**src/rtl/ras_pkg.sv**
```systemverilog
package ras_pkg;

   typedef enum logic [2:0] {
      OP_IDLE,
      OP_PUSH,
      OP_POP,
      OP_SWAP,
      OP_RESTORE
   } ras_op_e;

   function automatic ras_op_e ras_decode(input logic push, input logic pop,
                                          input logic restore);
      if (restore)           return OP_RESTORE;
      else if (push && pop)  return OP_SWAP;
      else if (push)         return OP_PUSH;
      else if (pop)          return OP_POP;
      else                   return OP_IDLE;
   endfunction

endpackage

```
**src/rtl/ras_ctrl.sv**
```systemverilog
module ras_ctrl #(
   parameter int DEPTH = 16,
   parameter int IDX_W = $clog2(DEPTH),
   parameter int CNT_W = $clog2(DEPTH + 1)
) (
   input  logic             clk,
   input  logic             rst_n,
   input  logic             push,
   input  logic             pop,
   input  logic             restore,
   input  logic [IDX_W-1:0] restore_idx,
   output logic [IDX_W-1:0] ptr,
   output logic [CNT_W-1:0] count,
   output logic             wr_en,
   output logic [IDX_W-1:0] wr_idx,
   output logic             wr_from_restore
);
   import ras_pkg::*;

   localparam logic [CNT_W-1:0] CNT_FULL = CNT_W'(DEPTH);

   ras_op_e          op;
   logic [IDX_W-1:0] ptr_inc, ptr_dec, ptr_nxt;
   logic [CNT_W-1:0] cnt_nxt;

   assign op      = ras_decode(push, pop, restore);
   assign ptr_inc = ptr + 1'b1;
   assign ptr_dec = ptr - 1'b1;

   always_comb begin
      ptr_nxt         = ptr;
      cnt_nxt         = count;
      wr_en           = 1'b0;
      wr_idx          = ptr;
      wr_from_restore = 1'b0;
      unique case (op)
         OP_RESTORE: begin
            ptr_nxt         = restore_idx;
            wr_en           = 1'b1;
            wr_idx          = restore_idx;
            wr_from_restore = 1'b1;
         end
         OP_SWAP: begin
            wr_en  = 1'b1;
            wr_idx = ptr;
         end
         OP_PUSH: begin
            ptr_nxt = ptr_inc;
            wr_en   = 1'b1;
            wr_idx  = ptr_inc;
            if (count != CNT_FULL) cnt_nxt = count + 1'b1;
         end
         OP_POP: begin
            ptr_nxt = ptr_dec;
            if (count != '0) cnt_nxt = count - 1'b1;
         end
         default: ;
      endcase
   end

   always_ff @(posedge clk or negedge rst_n) begin
      if (!rst_n) begin
         ptr   <= '0;
         count <= '0;
      end else begin
         ptr   <= ptr_nxt;
         count <= cnt_nxt;
      end
   end

endmodule

```
**src/rtl/ras_store.sv**
```systemverilog
module ras_store #(
   parameter int ADDR_W         = 32,
   parameter int DEPTH          = 16,
   parameter int IDX_W          = $clog2(DEPTH),
   parameter bit CLEAR_ON_RESET = 1'b1
) (
   input  logic              clk,
   input  logic              rst_n,
   input  logic              wr_en,
   input  logic [IDX_W-1:0]  wr_idx,
   input  logic [ADDR_W-1:0] wr_data,
   input  logic [IDX_W-1:0]  rd_idx,
   output logic [ADDR_W-1:0] rd_data
);

   logic [DEPTH-1:0][ADDR_W-1:0] slots;

   for (genvar g = 0; g < DEPTH; g++) begin : g_slot
      logic              hit;
      logic [ADDR_W-1:0] q;
      assign hit = wr_en && (wr_idx == IDX_W'(g));

      if (CLEAR_ON_RESET) begin : g_rst
         always_ff @(posedge clk or negedge rst_n) begin
            if (!rst_n)   q <= '0;
            else if (hit) q <= wr_data;
         end
      end else begin : g_norst
         always_ff @(posedge clk) begin
            if (hit) q <= wr_data;
         end
      end

      assign slots[g] = q;
   end

   assign rd_data = slots[rd_idx];

endmodule

```
**src/rtl/ret_addr_stack.sv**
```systemverilog
module ret_addr_stack #(
   parameter int ADDR_W         = 32,
   parameter int DEPTH          = 16,
   parameter bit CLEAR_ON_RESET = 1'b1,
   parameter int IDX_W          = $clog2(DEPTH),
   parameter int CNT_W          = $clog2(DEPTH + 1)
) (
   input  logic              clk,
   input  logic              rst_n,
   input  logic              push_i,
   input  logic              pop_i,
   input  logic [ADDR_W-1:0] push_addr_i,
   input  logic              restore_i,
   input  logic [IDX_W-1:0]  restore_idx_i,
   input  logic [ADDR_W-1:0] restore_addr_i,
   output logic [ADDR_W-1:0] top_addr_o,
   output logic [IDX_W-1:0]  top_idx_o,
   output logic [CNT_W-1:0]  count_o
);

   if (DEPTH < 2 || (DEPTH & (DEPTH - 1)) != 0) begin : g_bad_depth
      $error("ret_addr_stack: DEPTH must be a power of two, at least 2");
   end
   if (ADDR_W < 1) begin : g_bad_width
      $error("ret_addr_stack: ADDR_W must be positive");
   end

   logic             wr_en, wr_from_restore;
   logic [IDX_W-1:0] wr_idx;
   logic [ADDR_W-1:0] wr_data;

   ras_ctrl #(.DEPTH(DEPTH), .IDX_W(IDX_W), .CNT_W(CNT_W)) u_ctrl (
      .clk             (clk),
      .rst_n           (rst_n),
      .push            (push_i),
      .pop             (pop_i),
      .restore         (restore_i),
      .restore_idx     (restore_idx_i),
      .ptr             (top_idx_o),
      .count           (count_o),
      .wr_en           (wr_en),
      .wr_idx          (wr_idx),
      .wr_from_restore (wr_from_restore)
   );

   assign wr_data = wr_from_restore ? restore_addr_i : push_addr_i;

   ras_store #(.ADDR_W(ADDR_W), .DEPTH(DEPTH), .IDX_W(IDX_W),
               .CLEAR_ON_RESET(CLEAR_ON_RESET)) u_store (
      .clk     (clk),
      .rst_n   (rst_n),
      .wr_en   (wr_en),
      .wr_idx  (wr_idx),
      .wr_data (wr_data),
      .rd_idx  (top_idx_o),
      .rd_data (top_addr_o)
   );

endmodule

```
**config.mk**
```make
export PLATFORM = sky130hd
export DESIGN_NAME = ret_addr_stack
export DESIGN_NICKNAME = d
export VERILOG_FILES = /design/src/rtl/ras_pkg.sv /design/src/rtl/ras_ctrl.sv /design/src/rtl/ras_store.sv /design/src/rtl/ret_addr_stack.sv
export SDC_FILE = /design/constraint.sdc
export NUM_CORES = 1
export LEC_CHECK = 0
export ABC_AREA = 1
export BUFFER_PORTS_ARGS = -buffer_cell sky130_fd_sc_hd__buf_2
export CORE_MARGIN = 2
export CORE_UTILIZATION = 35
export CTS_CLUSTER_DIAMETER = 30
export DETAILED_ROUTE_END_ITERATION = 10
export GPL_ROUTABILITY_DRIVEN = 0
export PLACE_DENSITY_LB_ADDON = 0.25
export SLEW_MARGIN = 20
export SYNTH_ARGS = -nofsm -noshare
export SYNTH_HDL_FRONTEND = slang
export SYNTH_HIERARCHICAL = 1
export SYNTH_SLANG_ARGS = --single-unit
```
**constraint.sdc**
```tcl
create_clock -name clk -period 2.76 [get_ports clk]
set_input_delay 0.138 -clock clk [delete_from_list [all_inputs] [get_ports clk]]
set_output_delay 0.138 -clock clk [all_outputs]
set_load 0.02 [all_outputs]
```
======== Word level (Yosys, flattened, before mapping) ========
Index checks and enable logic that the tools add are counted.
word-level totals
  register bits ........................... 521
  input port bits ......................... 73
  output and inout bits ................... 41
  logic and storage cells ................. 82
operators by class
  $add $sub $neg .......................... 4
  $lt $le $gt $ge ......................... 1
  equality and inequality tests ........... 22
  muxes and demuxes ....................... 14
  reduce and logical (&&, ||, !) cells .... 23
operators with widths
  cell                 count
  $bmux 32 s4          1
  $mux 32              2
  $eq 4x4->1 const B   8
  $logic_and 1x1->1    17
  $eq 4x3->1 const B   4
  $pmux 4 s3           1
  $mux 5               2
  $pmux 5 s2           1
  $mux 3               3
  $eq 4x2->1 const B   2
  $pmux 4 s2           1
  $eq 3x2->1 const B   2
  $add 5x1->5 const B  1
  $lt 4x5->1 const B   1
  $ne 5x5->1 const B   1
  $reduce_bool 5->1    1
  $sub 5x1->5 const B  1
  $add 4x1->4 const B  1
  $eq 4x1->1 const B   1
  $logic_not 4->1      1
  $ne 2x1->1 const B   2
  $sub 4x1->4 const B  1
  $eq 3x1->1 const B   1
  $eq 3x3->1 const B   1
  6 further kinds      7

======== Logic depth before layout (Yosys ltp) ========
  depth in word-level cells ............... 8
  gate-level depth with buffers ........... 12
  gate-level depth less buffers ........... 12

======== Hierarchy ========
Netlist, hierarchy kept.
by module, submodules not included
  module          times used  cells each  area an instance (um^2)  sequential area each (um^2)
  ras_store       1           3276        24447.2                  12812.3
  ras_ctrl        1           116         815.8                    225.2
  ret_addr_stack  1           104         491.7                    0.0

======== Worst setup path after synthesis ========
No wires, ideal clock.
  path kind ............................... register to register
  start ................................... reg u_ctrl.ptr[0]
  end ..................................... reg u_store.g_slot[0].q[10]
  library setup time ...................... 0.130 ns
  arrival ................................. 2.221 ns
  data required time ...................... 2.630 ns
  slack ................................... 0.409 ns
  stages on the path, launching flop included .. 10
  buffers on the path ..................... 1
  clock period less this slack ............ 2.351 ns
  cell sequence ........................... dfrtp_1 inv_1 ha_1 a22oi_1 o21ai_0 nor2_2 nand3_2 clkbuf_1 nand2_1 o21ai_0
on the way
  cells in the longest elaborated chain, start to end .. 4
RTL lines
  what                      RTL line              source
  start: declaration        ras_ctrl.sv:12        output logic [IDX_W-1:0] ptr,
  start signal: assignment  ras_ctrl.sv:66        ptr <= ptr_nxt;
  $add 4x1->4               ras_ctrl.sv:27        assign ptr_inc = ptr + 1'b1;
  $pmux 4 s2                ras_ctrl.sv:36        unique case (op)
  net wr_idx[1]             ret_addr_stack.sv:29  logic [IDX_W-1:0] wr_idx;
  $logic_not 4->1           ras_store.sv:21       assign hit = wr_en && (wr_idx == IDX_W'(g));
  $logic_and 1x1->1         ras_store.sv:21
  end signal: assignment    ras_store.sv:26       else if (hit) q <= wr_data;
  end: declaration          ras_store.sv:20       logic [ADDR_W-1:0] q;
The timed path passes the listed nets, and every way through them passes these cells.
A chain may end at the register's enable or synchronous reset.

======== Worst setup path in the final report ========
  start ................................... reg u_ctrl.ptr[1]
  end ..................................... out top_addr_o[22]
on the way
  cells in the longest elaborated chain, start to end .. 2
RTL lines
  what                           RTL line              source
  $bmux 32 s4                    ras_store.sv:37       assign rd_data = slots[rd_idx];
  $mux 32 (not written as such)  ras_store.sv:37
  end: declaration               ret_addr_stack.sv:16  output logic [ADDR_W-1:0] top_addr_o,
No other way between the ends. The select of a mux whose other input is x is not followed.

==> qor.yml <==
synthesis:
  synth.distinct_cells: 33
  avgSynthCellArea_um2: 7.37
  synth_fp_nets: 3575
  seq_area_frac_synth_pct: 50.6
  ys_async_sr_fraction_pct: 100
  ys_ff_latch: 521
  yosys_warnings: 6
  synth_area_um2: 25800
  synth-edff-count: 0
  yosysTopAreaCell: "dfrtp_1"
  synth.top_cell.area_share_pct: 50.6
  ys.flop_type: "dfrtp_1"
  synth_area_leaders: "dfrtp_1, nand2_1, o21ai_0"
  syn_inst: 3496
critical_path:
  path_cells: "buf_16 -> inv_6 -> buf_8 -> nand3_1 -> nand3_1 -> nand3_1 -> nand2_1 -> buf_2"
  reg2reg_depth: 7
  critical-path-max-stage-delay_ns: 0.49
  crit_type: "flip-flop to primary output"
  crit_path_top_delay_cell: "dfrtp_4"
  startpoint_type: "flip-flop"
  cp_data_required_time_ns: 2.62
  worstPathArrival_ns: 2.55
  path_max_fanout: 33
  path_common_cell: "nand3_1"
  path_delay_family: "buffers and inverters"
  endpoint_kind: "primary output"
  crit_buf_inv: 4
  path_depth: 8
final_layout:
  multi_input_area_um2: 10100
  diodes: 0
  utilization_pct: 44.5
  finalNonFillerCells: 4643
  ff_latch_area_um2: 13100
  areaGrowthSynthToFinish_pct: 26.0
  nNetsFinal: 3663
  fillers: 7230
  drive_above_1_share_pct: 12.6
routing:
  drt_iter0_drc: 1758
  via_per_inst: 4.85
  met1_length_mm: 37.2
  ant_nets: 0
  wl_met2_mm: 39.4
  wl_mm: 82.7
  wl_met3_mm: 3.85
  top_layer: "met4"
  drtPass1Iterations: 5
  remaining_drc_errors: 0
  num_vias: 22500
  routedWlPerCell_um: 17.8
placement:
  dp_cells: 4397
  dp_hpwl_mm: 43.3
  io_buffers: 113
  pre_cts_ws_ns: 0.239
timing:
  drv_slew: 0
  skew_ns: 0.0299
  finalSetupViolCount: 0
  slew_headroom_pct: 43.4
  hold_violations: 0
  period_share_pct: 97.5
  layout_setup_ws_ns: 0.0681
  tightest_slew_ns: 0.849
  rsz0062_at_grt: "false"
  post-route-min-period_ns: 2.69
  fmax_ghz: 0.371
clocking:
  clk_pin_slew_worst_paths_ns: 0.04
  clock-sinks: 521
  cts_buffers: 121
  tritoncts: "built"
  clk_latency_ns: 0.68
  cts_root_buf: "clkbuf_16"
  clk_path_buf_depth: 3
  ctsHtreeMaxLevel: 3
die:
  core_um2: 73000
  dieHeight_um: 275
  die_x_um: 275
  start_util_pct: 35.3
  die-area_um2: 75800
  rows: 99
  io_pins: 114
grt:
  gr-total-overflow: 0
  antenna_found_initial: 1
  grt_pass1_vias: 22000
  grt_pass1_wl_mm: 129
  grt_max_degree: 73
  grt_use_total_pct: 22.1
hold_path:
  hp-class: "input pin to async pin"
status:
  status: "completed"
power:
  ir_drop_v: 0.000819
  static-leakage-power_nw: 16.7
  power_density_nw_per_um2: 1120
  fin_total_pwr_mw: 36.3
job:
  cap_violations: 0
## Yosys cell counts (4+ instances only)
cell / instances
nand2_2: 25
ha_1: 5
buf_1: 25
buf_2: 41
nand3_2: 5
dfrtp_1: 521
o21ai_0: 496
clkbuf_1: 170
nand3_1: 396
inv_1: 438
inv_2: 4
nor2_4: 5
o21ai_1: 21
nand2_1: 1308
nor2_1: 7
## cells by family after synthesis
| kind of cell | after synthesis | share of synthesized area [%] |
|---|---|---|
| DFF | 521 | 50.6 |
| and+or+nand+nor | 1756 | 28.2 |
| AOI/OAI and AO/OA | 525 | 10.3 |
| xor gates and xnor gates | 1 | 0.0340 |
| adders and majority gates | 6 | 0.321 |
| buffers and inverters | 687 | 10.5 |
## where the power goes
part / switching, mW / leakage (nW) / internal, mW
clock network: 4.60 / 2.08 / 9.99
logic: 5.55 / 7.95 / 3.50
registers: 1.72 / 6.64 / 11.0
total: 11.9 / 16.7 / 24.5
## timing repair
action                                 CTS  global route
gates resized for setup                 37            19
cloned                                   6             3
pin swaps                                1             2
setup buffers                            1             1
hold buffers                            12             0
endpoints found under the hold margin  240             0
setup endpoints to repair               32           140
## sequential cells by signal (all words and copies together) (netlist names)
signal            cells
u_store/g_slot.q    512
u_ctrl/ptr            4
u_ctrl/count          5
## area by class of cell
class,count,area share (%)
Timing Repair Buffer,208,6.59
Clock inverter,55,2.44
Inverter,444,5.27
Clock buffer,168,10.7
Sequential cell,521,40.2
Multi-Input combinational cell,2288,31.1
Tap cell,959,3.70
## per-stage QoR
stage	setup TNS (ns)	hold slack [ns]	area (um2)
global route	0	0.0666	32500
finish	0	0.0370	32500
global placement	0	0.162	27600
CTS	-0.0916	0.0363	32300
detailed placement	0	0.167	27600
floorplan	0	-0.158	25800
## final timing paths
kind                                   startpoint                  endpoint  slack (ns)
max                                 u_ctrl/ptr[1]            top_addr_o[22]        0.07
min                                         rst_n    u_store/g_slot[9].q[9]        0.04
max reg2reg                         u_ctrl/ptr[1]             u_ctrl/ptr[1]        0.12
min reg2reg                u_store/g_slot[0].q[8]    u_store/g_slot[0].q[8]        0.48
max in group asynchronous                   rst_n   u_store/g_slot[5].q[16]        1.64
min in group clk                  push_addr_i[10]  u_store/g_slot[10].q[10]        0.06
## per-layer routing
metal  track usage, %  vias up
met5                0        -
li1                 -    11100
met4             7.28        0
met2             37.1      532
met1             29.5    10700
met3             3.15      130
## placed cells by master (no fill, tap or decap), types with 8 or more instances in the layout
cell,count
nand2_1,1298
dfrtp_1,517
o21ai_0,495
inv_1,435
nand3_1,396
clkbuf_16,124
buf_2,104
buf_4,32
buf_12,31
nand2_2,28
clkinv_2,26
clkbuf_8,26
clkbuf_1,21
o21ai_1,21
bufinv_16,14
dlygate4sd3_1,12
nand2_4,10
buf_16,8
(Power assumes the default switching activity.)
